$ cat config.mk
export PLATFORM = sky130hd
export DESIGN_NAME = cpls_classifier
export DESIGN_NICKNAME = d
export VERILOG_FILES = /design/src/rtl/cpls_pkg.sv /design/src/rtl/cpls_edge_sync.sv /design/src/rtl/cpls_duty_counter.sv /design/src/rtl/cpls_pattern_reg.sv /design/src/rtl/cpls_classifier.sv
export SDC_FILE = /design/constraint.sdc
export NUM_CORES = 1
export LEC_CHECK = 0
export ABC_AREA = 1
export BUFFER_PORTS_ARGS = -buffer_cell sky130_fd_sc_hd__buf_2
export CAP_MARGIN = 30
export CORE_ASPECT_RATIO = 1.5
export CORE_MARGIN = 4
export CORE_UTILIZATION = 40
export CTS_CLUSTER_SIZE = 12
export DETAILED_ROUTE_END_ITERATION = 6
export MAX_ROUTING_LAYER = met4
export PLACE_DENSITY = 0.66
export SYNTH_ARGS = -nofsm -noshare
export SYNTH_HDL_FRONTEND = slang
export SYNTH_SLANG_ARGS = --single-unit
$ cat constraint.sdc
create_clock -name clk -period 3.1 [get_ports clk]
set_clock_uncertainty 0.05 [all_clocks]
set_input_delay 0.465 -clock clk [delete_from_list [all_inputs] [get_ports clk]]
set_output_delay 0.465 -clock clk [all_outputs]
set_load 0.005 [all_outputs]
$ cat src/rtl/cpls_pkg.sv
package cpls_pkg;
  localparam int TH_W   = 12;
  localparam int CNT_W  = 16;
  localparam int PAT_W  = 8;
  localparam int DATA_W = 16;
  localparam int ADDR_W = 3;

  typedef enum logic [ADDR_W-1:0] {
    A_FWD_LONG  = 3'd0,
    A_FWD_SHORT = 3'd1,
    A_REV_SHORT = 3'd2,
    A_REV_LONG  = 3'd3,
    A_PATTERN   = 3'd4,
    A_STATUS    = 3'd5
  } reg_addr_e;

  // Hysteresis decision: long test wins, then short test, else keep.
  function automatic logic ls_decide(input logic hit_long, input logic hit_short,
                                     input logic prev);
    if (hit_long)       return 1'b1;
    else if (hit_short) return 1'b0;
    else                return prev;
  endfunction
endpackage

$ cat src/rtl/cpls_edge_sync.sv
module cpls_edge_sync #(
  parameter int STAGES = 2
) (
  input  logic clk,
  input  logic rst_n,
  input  logic din,
  output logic level,
  output logic rise
);
  logic [STAGES-1:0] chain;
  logic              prev_q;

  generate
    for (genvar i = 0; i < STAGES; i++) begin : g_stage
      if (i == 0) begin : g_first
        always_ff @(posedge clk or negedge rst_n)
          if (!rst_n) chain[0] <= 1'b0;
          else        chain[0] <= din;
      end else begin : g_next
        always_ff @(posedge clk or negedge rst_n)
          if (!rst_n) chain[i] <= 1'b0;
          else        chain[i] <= chain[i-1];
      end
    end
  endgenerate

  always_ff @(posedge clk or negedge rst_n)
    if (!rst_n) prev_q <= 1'b0;
    else        prev_q <= chain[STAGES-1];

  assign level = chain[STAGES-1];
  assign rise  = chain[STAGES-1] & ~prev_q;
endmodule

$ cat src/rtl/cpls_duty_counter.sv
module cpls_duty_counter #(
  parameter int W = 16
) (
  input  logic         clk,
  input  logic         rst_n,
  input  logic         clear,
  input  logic         step,
  input  logic         up,
  output logic [W-1:0] count
);
  localparam logic [W-1:0] TOP = {W{1'b1}};

  always_ff @(posedge clk or negedge rst_n) begin
    if (!rst_n)              count <= '0;
    else if (clear)          count <= '0;
    else if (step) begin
      if (up && count != TOP)        count <= count + 1'b1;
      else if (!up && count != '0)   count <= count - 1'b1;
    end
  end
endmodule

$ cat src/rtl/cpls_pattern_reg.sv
module cpls_pattern_reg #(
  parameter int PAT_W = 8
) (
  input  logic             clk,
  input  logic             rst_n,
  input  logic             shift,
  input  logic             bit_in,
  input  logic             rd_clr,
  output logic [PAT_W-1:0] pattern,
  output logic             full
);
  localparam int NW = $clog2(PAT_W) + 1;
  localparam logic [NW-1:0] LAST = NW'(PAT_W - 1);

  logic [NW-1:0] n_q;

  always_ff @(posedge clk or negedge rst_n) begin
    if (!rst_n)     pattern <= '0;
    else if (shift) pattern <= {pattern[PAT_W-2:0], bit_in};
  end

  always_ff @(posedge clk or negedge rst_n) begin
    if (!rst_n) begin
      n_q  <= '0;
      full <= 1'b0;
    end else if (rd_clr) begin
      n_q  <= shift ? NW'(1) : '0;
      full <= 1'b0;
    end else if (shift) begin
      if (n_q == LAST) begin
        n_q  <= '0;
        full <= 1'b1;
      end else begin
        n_q <= n_q + 1'b1;
      end
    end
  end
endmodule

$ cat src/rtl/cpls_classifier.sv
module cpls_classifier
  import cpls_pkg::*;
#(
  parameter int TW  = TH_W,
  parameter int CW  = CNT_W,
  parameter int PW  = PAT_W,
  parameter int DW  = DATA_W,
  parameter int AW  = ADDR_W,
  parameter int SYNC = 2
) (
  input  logic          clk,
  input  logic          rst_n,
  input  logic          pb_mode,
  input  logic          ctl_in,
  input  logic          dir_rev,
  input  logic          cnt_en,
  input  logic          wr_en,
  input  logic          rd_en,
  input  logic [AW-1:0] addr,
  input  logic [DW-1:0] wdata,
  output logic [DW-1:0] rdata,
  output logic          pat_full
);
  localparam logic [TW-1:0] TH_MAX = {TW{1'b1}};

  logic [TW-1:0] th_fl, th_fs, th_rs, th_rl;
  logic          lvl, rise, eval_stb, rd_pat, decision;
  logic [CW-1:0] cnt_q;
  logic [TW-1:0] hi, sel_long, sel_short;
  logic [PW-1:0] pat_q;

  // threshold registers
  always_ff @(posedge clk or negedge rst_n) begin
    if (!rst_n) begin
      th_fl <= TH_MAX;
      th_fs <= '0;
      th_rs <= '0;
      th_rl <= TH_MAX;
    end else if (wr_en) begin
      case (addr)
        A_FWD_LONG:  th_fl <= wdata[TW-1:0];
        A_FWD_SHORT: th_fs <= wdata[TW-1:0];
        A_REV_SHORT: th_rs <= wdata[TW-1:0];
        A_REV_LONG:  th_rl <= wdata[TW-1:0];
        default: ;
      endcase
    end
  end

  cpls_edge_sync #(.STAGES(SYNC)) u_sync (
    .clk(clk), .rst_n(rst_n), .din(ctl_in), .level(lvl), .rise(rise)
  );

  assign eval_stb = rise & pb_mode;

  cpls_duty_counter #(.W(CW)) u_cnt (
    .clk(clk), .rst_n(rst_n), .clear(eval_stb | ~pb_mode),
    .step(cnt_en), .up(lvl), .count(cnt_q)
  );

  assign hi        = cnt_q[CW-1 -: TW];
  assign sel_long  = dir_rev ? th_rl : th_fl;
  assign sel_short = dir_rev ? th_rs : th_fs;
  assign decision  = ls_decide(hi >= sel_long, hi <= sel_short, pat_q[0]);
  assign rd_pat    = rd_en && (addr == A_PATTERN);

  cpls_pattern_reg #(.PAT_W(PW)) u_pat (
    .clk(clk), .rst_n(rst_n), .shift(eval_stb), .bit_in(decision),
    .rd_clr(rd_pat), .pattern(pat_q), .full(pat_full)
  );

  always_comb begin
    rdata = '0;
    case (addr)
      A_FWD_LONG:  rdata[TW-1:0] = th_fl;
      A_FWD_SHORT: rdata[TW-1:0] = th_fs;
      A_REV_SHORT: rdata[TW-1:0] = th_rs;
      A_REV_LONG:  rdata[TW-1:0] = th_rl;
      A_PATTERN:   rdata[PW-1:0] = pat_q;
      A_STATUS:    rdata[1:0]    = {pat_full, pat_q[0]};
      default:     rdata         = '0;
    endcase
  end
endmodule

Word level (Yosys, flattened, before mapping)
Index checks and enable logic that the tools add are counted.
Storage, ports and cells
  register bits: 80
  output and inout port bits: 17
  logic and storage cells: 65
  input port bits: 27
Operators by class
  eq/ne operators: 7
  bitwise gates (word level): 5
  reductions and logical operators: 18
  $lt $le $gt $ge: 2
  muxes and demuxes: 18
  $add $sub $neg: 3
Operator list (count)
  16-bit two-way mux: 4
  6-bit case mux with 5 select lines: 1
  12-bit two-way mux: 2
  16-bit by 1-bit adder with 16-bit output, second input constant: 1
  16-bit != test, second input constant: 1
  4-bit case mux with 4 select lines: 1
  16-bit nonzero test: 1
  16-bit by 1-bit subtractor with 16-bit output, second input constant: 1
  2-bit AND reduction: 7
  12-bit >= comparator: 1
  12-bit <= comparator: 1
  4-bit two-way mux: 3
  2-bit case mux with 6 select lines: 1
  2-bit nonzero test: 4
  3-bit by 2-bit equality test with 1-bit output, second input constant: 2
  3-bit equality test, second input constant: 2
  1-bit two-way mux: 6
  4-bit by 1-bit adder with 4-bit output, second input constant: 1
  4-bit by 3-bit equality test with 1-bit output, second input constant: 1
  3-bit by 1-bit equality test with 1-bit output, second input constant: 1
  1-bit logical AND: 3
  3-bit logical NOT: 1
  3-bit nonzero test: 1
  1-bit bitwise AND: 2
  other kinds (3): 4

Longest topological paths before layout
Gate-level depths: netlist (run 1).
  word-level depth: 6
  gate-level depth with buffers: 15
  mapped depth without buffers: 15

Modules after synthesis
From an unflattened synthesis (run 1), not the netlist that was laid out.
Unflattened totals
  cells, all modules: 750
  area total of the unflattened synthesis: 5591.6 um^2
Modules (own cells, without submodules)
  cpls_classifier: times used 1, seq. area each 1231.2 um^2, area each 3258.1 um^2, cells each 404
  cpls_duty_counter: times used 1, seq. area each 400.4 um^2, area each 1686.6 um^2, cells each 276
  cpls_pattern_reg: times used 1, seq. area each 325.3 um^2, area each 561.8 um^2, cells each 65
  cpls_edge_sync: times used 1, seq. area each 75.1 um^2, area each 85.1 um^2, cells each 5

Worst setup path after synthesis (run 1)
OpenSTA, ideal clock, no wires.
  path type: reg-to-reg
  start: register u_cnt.count[0]
  end: register u_cnt.count[13]
  stages on the path, launching flop included: 13
  period minus slack after synthesis: 2.805 ns
  data required time: 2.933 ns
  arrival: 2.638 ns
  setup time: 0.117 ns
  path slack: 0.295 ns
  buffers on the path: 0
  cells stage by stage: dfrtp_1 > nand2_1 > nor2_1 > nand2_1 > o21ai_1 > ha_1 > or2_2 > nand2_1 > nor2_1 > o21bai_1 > nand3_1 > nand3_1 > nand2_1
Between the ends
  word-level cells in the longest chain between the ends: 5
  elaborated cells between the ends (all ways): 12
  classes of those cells: add/sub: 2; eq/ne: 1; mux: 4; reduce/logical: 5
RTL lines
  start, declared: line cpls_duty_counter.sv:9  | output logic [W-1:0] count
  start signal, assigned: line cpls_duty_counter.sv:17  | if (up && count != TOP) count <= count + 1'b1;
  start signal, assigned: line cpls_duty_counter.sv:18  | else if (!up && count != '0) count <= count - 1'b1;
  16-bit by 1-bit subtractor with 16-bit output or 16-bit != test (tied branches): line cpls_duty_counter.sv:18, cpls_duty_counter.sv:17
  16-bit two-way mux or 1-bit logical AND (tied branches): line cpls_duty_counter.sv:18, cpls_duty_counter.sv:17
  16-bit two-way mux: line cpls_duty_counter.sv:17
  16-bit two-way mux: line cpls_duty_counter.sv:16  | else if (step) begin
  16-bit two-way mux: line cpls_duty_counter.sv:15  | else if (clear) count <= '0;
Several ways; a longest one is shown, not always the timed one. The select of a mux whose other input is x is not followed.
A chain may end at the register's enable or synchronous reset.

Worst setup path in the final report (run 1)
Ends and elaborated chain as after synthesis.

==> results of run 1 <==
routing by layer:
| metal | global-route usage | share of wire |
|---|---|---|
| met4 | 0.08849 | 0.035 |
| met1 | 0.2084 | 0.41 |
| met2 | 0.3277 | 0.53 |
| met3 | 0.02487 | 0.029 |
| met5 | - | 0 |
cell usage in the layout, fill, tap and decap left out, types with 2 or more instances in the layout:
cell type	synthesis	routed
nand4_1	5	5
o21bai_1	2	2
o2111ai_1	9	9
a21oi_1	30	30
dfstp_2	24	24
nand2_2	5	5
bufinv_16	0	2
o21ai_0	55	55
nand3_1	29	29
o21ai_1	21	21
mux2i_1	12	12
xor2_1	5	5
buf_2	9	34
o22ai_1	2	2
a22oi_1	5	5
nand2_1	239	239
buf_4	5	4
nand3b_1	3	3
conb_1	1	4
clkbuf_1	4	2
o21a_1	3	3
nor2_1	39	39
ha_1	41	41
nand3_2	2	2
xnor2_1	2	2
dfrtp_1	56	56
clkbuf_16	0	9
inv_2	7	7
inv_1	72	72
o211ai_1	2	2
through the flow:
step / cells / power (W) / setup WS [ps]
floorplan: 708 / 0.002150 / 294.7
global placement: 885 / 0.002426 / 506.2
detailed placement: 886 / 0.002454 / 458.0
CTS: 903 / 0.003626 / 441.1
global route: 903 / 0.003866 / 278.5
finish: 903 / 0.003598 / 465.1
state kept, by name, summed over array words and instances, names as in the netlist:
register and flops:
u_cnt.count 16, th_fl 12, th_fs 12, th_rl 12, th_rs 12, u_pat.pattern 8, u_pat.n_q 4, u_pat.full 1
u_sync.chain 1, u_sync.level 1, u_sync.prev_q 1
where the power goes:
part	switching, W	internal (W)	leakage [nW]
logic	0.000577	0.000384	1.94
clock network	0.000430	0.000731	0.153
registers	0.000186	0.00129	0.974
path summary, 6_finish.rpt:
kind	endpoint	slack (ps)	cells past startpoint
min	u_sync.chain[0]	180	1
max reg2reg	u_cnt.count[13]	470	13
min reg2reg	u_sync.level	320	0
max in group asynchronous	th_fl[2]	1930	3
max	u_cnt.count[13]	470	13
min in group asynchronous	th_rs[8]	450	2
cell families (layout without fill, tap and decap cells):
| kind of cell | after synthesis | in the layout | synth area share |
|---|---|---|---|
| xor gates and xnor gates | 7 | 7 | 0.01165 |
| other | 1 | 4 | 0.0007128 |
| adders and majority gates | 42 | 42 | 0.1013 |
| muxes | 12 | 12 | 0.02283 |
| AOI/OAI and AO/OA | 131 | 131 | 0.1384 |
| DFF | 80 | 80 | 0.3862 |
| buffers and inverters | 102 | 138 | 0.08062 |
| and+or+nand+nor | 330 | 330 | 0.2583 |
cell type report:
| class | count | area (sq um) |
|---|---|---|
| Inverter | 81 | 305.3 |
| Clock buffer | 12 | 246.5 |
| Sequential cell | 80 | 2032 |
| Fill cell | 1334 | 7020 |
| Timing Repair Buffer | 41 | 257.7 |
| Clock inverter | 4 | 76.32 |
| Tap cell | 159 | 198.9 |
| Multi-Input combinational cell | 526 | 2816 |
worst max-delay path, stage by stage (launching register included):
cell and delay [ps]:
dfrtp_1 510, nand2_1 80, nor2_1 120, nand2_1 80
o21ai_1 140, buf_4 210, ha_1 310, or2_2 310
nand2_1 110, nor2_1 60, o21bai_1 260, nand3_1 120
nand3_1 100, nand2_1 60
repair_timing:
| item | in CTS | in global routing |
|---|---|---|
| buffers inserted | 0 | 0 |
| hold buffers | 1 | 0 |
| gates resized for setup | 0 | 0 |
| endpoints found under the hold margin | 5 | 0 |
==> results.md, run 1 <==
- Peak VDD IR: 0.4041 mV
- TritonCTS Buffers: 9
- Power Density: 606.3 nW/um^2
- Fin crit share: 0.8500
- # H-tree levels: 3
- Initial antenna violation count: 0
- Area growth syn-to-layout: 12.77%
- Hold path start: ctl_in
- Util after Layout: 0.4580
- Distinct cells, synth: 43
- Sequential fraction of the synthesis area: 0.3862
- # DRC: 0
- Layout net count: 808
- Synth Cell Area: 5261 sq um
- CP endpoint kind: register
- Outcome: completed
- Post-synth EDFFs: 0
- Later-pin clock latency in the skew report: 340 ps
- DR iter-0 viols: 272
- Wire length of the first global-routing pass: 21.89 mm
- WP data required: 3280 ps
- Clock tree buffer depth: 2
- Fraction of layout cells with a size suffix above 1: 0.1304
- Clk root buf: clkbuf_16
- Worst Hold Class: in -> reg
- Final WL: 12.93 mm
- Pins Over Slew Limit: 0
- Tmin final: 2635 ps
- Post-synth top cells: nand2_1 (239), inv_1 (72), dfrtp_1 (56)
- Worst-path clk slew: 60 ps
- Most frequent cell after synthesis: nand2_1
- Largest net degree at the start of global routing: 72
- Least-Margin Pin Slew: 853.3 ps
- Mean Syn Cell Area: 7.463 sq um
- Pre-antenna DRT Iters: 5
- Final Hold Vio Count: 0
- Crit Path Max Fanout: 12
- Core outline area: 12950 sq um
- Setup TNS Final: 0 ps
- Seq cells post-synth: 80
- Routability Congestion: 0.8762
- Number of global-route vias before repair: 4706
- Num Clock Sinks: 80
- Setup CP Type: reg -> reg
- Leak: 3.067 nW
- Starting density of the core: 0.4062
- Via count: 4631
- Routed Antenna Nets: 0
- Fmax: 379.5 MHz
- Worst Hold Slack: 177.5 ps
- Final setup viols: 0
- Syn Inst Count: 705
- Dominant synthesized flop cell: dfrtp_1
- FP Rows: 51
- Routed len/inst: 14.32 um
- RSZ-0062 raised after global routing: false
- Top cells by area, synth: dfrtp_1 (27%), nand2_1 (17%), dfstp_2 (12%)
- Die area: 15090 sq um
- CP Launch Type: register
- Ports: 44
- Design area: 5933 sq um
- Worst Setup SP: u_cnt.count[0]
- CTS tree: built
- CP arrival: 2810 ps
- Die Height: 148.5 um
- R2R Path Start: u_cnt.count[0]
- Slew Limit Headroom: 0.4297
- IO Port Bufs: 35
- Gr ovfl total: 0
- Total GRT Usage: 0.1877
- Via/cell ratio: 5.128
- Ys Warns: 0
- Die Width: 101.6 um
- # diodes: 0
- Total of max-cap violations: 0
- Asr flop ratio synth: 1.000
- Area share of the largest cell type after synthesis: 0.2663
- DP HPWL: 9.898 mm
- Area post-placement: 5600 sq um
- Cell taking the most area after synthesis: dfrtp_1
(Power assumes the default switching activity.)
==> run 2: changes to the inputs <==
- PLACE_DENSITY: 0.66 -> 0.68
- clock period: 3.1 -> 2.2 ns (I/O delays scaled with it)
==> run 2 against run 1 <==
Effect of this change:
- the flow now finishes with violations (negative setup slack)
- combinational power increased by 86%
- design area increased by 11%
- die area unchanged
- core utilization increased by 4.9 points
- clock power increased by 33%
- critical endpoint is now u_cnt.count[12]
- largest power group unchanged
==> results.md, run 2 (synthesis results as in run 1) <==
- Worst Hold Slack: 54.00 ps
- Via/cell ratio: 5.126
- CP endpoint kind: register
- Internal power: 0.003495 W
- IO Port Bufs: 35
- Clk root buf: clkbuf_16
- Gr ovfl total: 0
- Pre-CTS WS: -189.3 ps
- Worst stage delay on the critical path: 350 ps
- Clock tree buffer depth: 2
- Die Height: 148.5 um
- Routed len/inst: 14.32 um
- Fin cells: 950
- Design area: 6563 sq um
- WP data required: 2430 ps
- TritonCTS Buffers: 9
- Final WS setup: -132.8 ps
- Area growth syn-to-layout: 24.73%
- Failing checks: negative setup slack
- Total of max-cap violations: 0
- Tmin final: 2333 ps
- Worst Hold Class: in -> reg
- # DRC: 0
- Crit Path Max Fanout: 7
- Top reg by flops: u_cnt.count
- Most frequent cells in the layout: nand2_1 (224), inv_1 (72), dfrtp_1 (56)
- Via count: 4870
- Core outline area: 12950 sq um
- Crit path max-delay cell type: dfrtp_1
- DP Cell Count: 930
- Final Hold Vio Count: 0
- CP dominant cell by count: nand2_1
- Area post-placement: 5952 sq um
- Wire length of the first global-routing pass: 22.58 mm
- Commonest non-fill, non-tap cell in the layout: nand2_1
- Clock power share: 0.289
- Later-pin clock latency in the skew report: 340 ps
- Power Density: 814.5 nW/um^2
- Sequential share of power: 0.376
- CP Launch Type: register
- Routed Antenna Nets: 0
- Final setup viols: 12
- Routability Congestion: 0.8870
- # diodes: 0
- Peak VDD IR: 0.5652 mV
- Number of global-route vias before repair: 4866
- CP bufs+invs: 3
- Total GRT Usage: 0.1953
- Num Clock Sinks: 80
- Leak: 3.325 nW
- Fraction of layout cells with a size suffix above 1: 0.2427
- Setup CP Type: reg -> reg
- DR iter-0 viols: 284
- DP HPWL: 10.14 mm
- # H-tree levels: 3
- Fin crit share: 1.060
- Die area: 15090 sq um
- Layout net count: 855
- Starting density of the core: 0.4062
- Ports: 44
- Die Width: 101.6 um
- FP Rows: 51
- Outcome: finished with violations
- Cell Chain, Critical Path: nand2_1, nor2_2, nand2_2, o21ai_4, buf_12, buf_12, ha_1, nand2_1, nand2_2, a21oi_2, inv_1, nand2_1, nand3_1, nand2_1, nand3_1, nand2_1
- Gate power share: 0.336
- Worst-path clk slew: 70 ps
- Switching Power: 0.001850 W
- CP arrival: 2560 ps
- Pre-antenna DRT Iters: 7
- Max reg flops: 16
- Final WL: 13.61 mm
- Util after Layout: 0.5066
- Largest net degree at the start of global routing: 50
- CTS tree: built
- Fmax: 428.7 MHz
- RSZ-0062 raised after global routing: true
- Pins Over Slew Limit: 0
- Critical path's top delay family: simple AND/OR/NAND/NOR gates
- Sw Share: 0.3462
- Initial antenna violation count: 0
[run 2: changes by cell type in the layout (fill, tap and decap cells not counted), moves of 7 or more]
cell / delta
nand2_2: +14
ha_4: +10
a21oi_1: -7
a21oi_2: +7
buf_4: +44
ha_1: -11
nand2_1: -15
[run 2: cell type report]
cell class              instances  area, sq um
well taps                     159        198.9
fillers                      1235         6391
flip-flops and latches         80         2032
inverters                      81        305.3
multi-input cells             526         3083
clock buffers                   9        225.2
clock inverters                 7        77.57
repair buffers                 88        640.6
[run 2: routing by layer]
metal	track usage	share of wire
met1	0.2068	0.40
met3	0.02487	0.029
met4	0.09115	0.036
met2	0.3529	0.54
met5	-	0
[run 2: repair_timing]
action                                  in CTS  in global routing
endpoints found under the setup margin      12                 13
setup buffers                                1                  2
hold endpoints to repair                    25                  0
pin swaps                                    8                 14
hold buffers                                 1                  0
gates resized for setup                     21                 32
[run 2: power groups by stage]
stage | Combinational [W] | Clock (W) | Sequential, W
4_1_cts | 0.00169 | 0.00157 | 0.00200
3_3_place_gp | 0.00160 | 0 | 0.00202
5_1_grt | 0.00204 | 0.00164 | 0.00205
2_1_floorplan | 0.00102 | 0 | 0.00202
3_5_place_dp | 0.00163 | 0 | 0.00203
6_report | 0.00179 | 0.00154 | 0.00201
[run 2: path summary, 6_finish.rpt]
path                       depth (start not counted)  slack (ps)            start               to
max                                               16        -130  u_cnt.count[13]  u_cnt.count[12]
min                                                1          50           ctl_in  u_sync.chain[0]
max reg2reg                                       16        -130  u_cnt.count[13]  u_cnt.count[12]
min reg2reg                                        0         310  u_sync.chain[0]     u_sync.level
max in group asynchronous                          3        1000            rst_n         th_fl[3]
min in group asynchronous                          2         440            rst_n         th_fs[8]
[run 2: stage by stage]
| stage | power [W] | TNS (ps) |
|---|---|---|
| global route | 0.005728 | -2920 |
| finish | 0.005345 | -822.8 |
| CTS | 0.005265 | -90.42 |
| detailed placement | 0.003659 | -1437 |
| global placement | 0.003622 | -1247 |
| floorplan | 0.003044 | -182.2 |
[run 2: worst register-to-register path: cells and delay by family, from the launching register on]
family          cells  cell delay (ps)
fa+ha+maj           1              250
simple gates       10              950
buf+inv             3              340
flops               1              350
compound gates      2              320
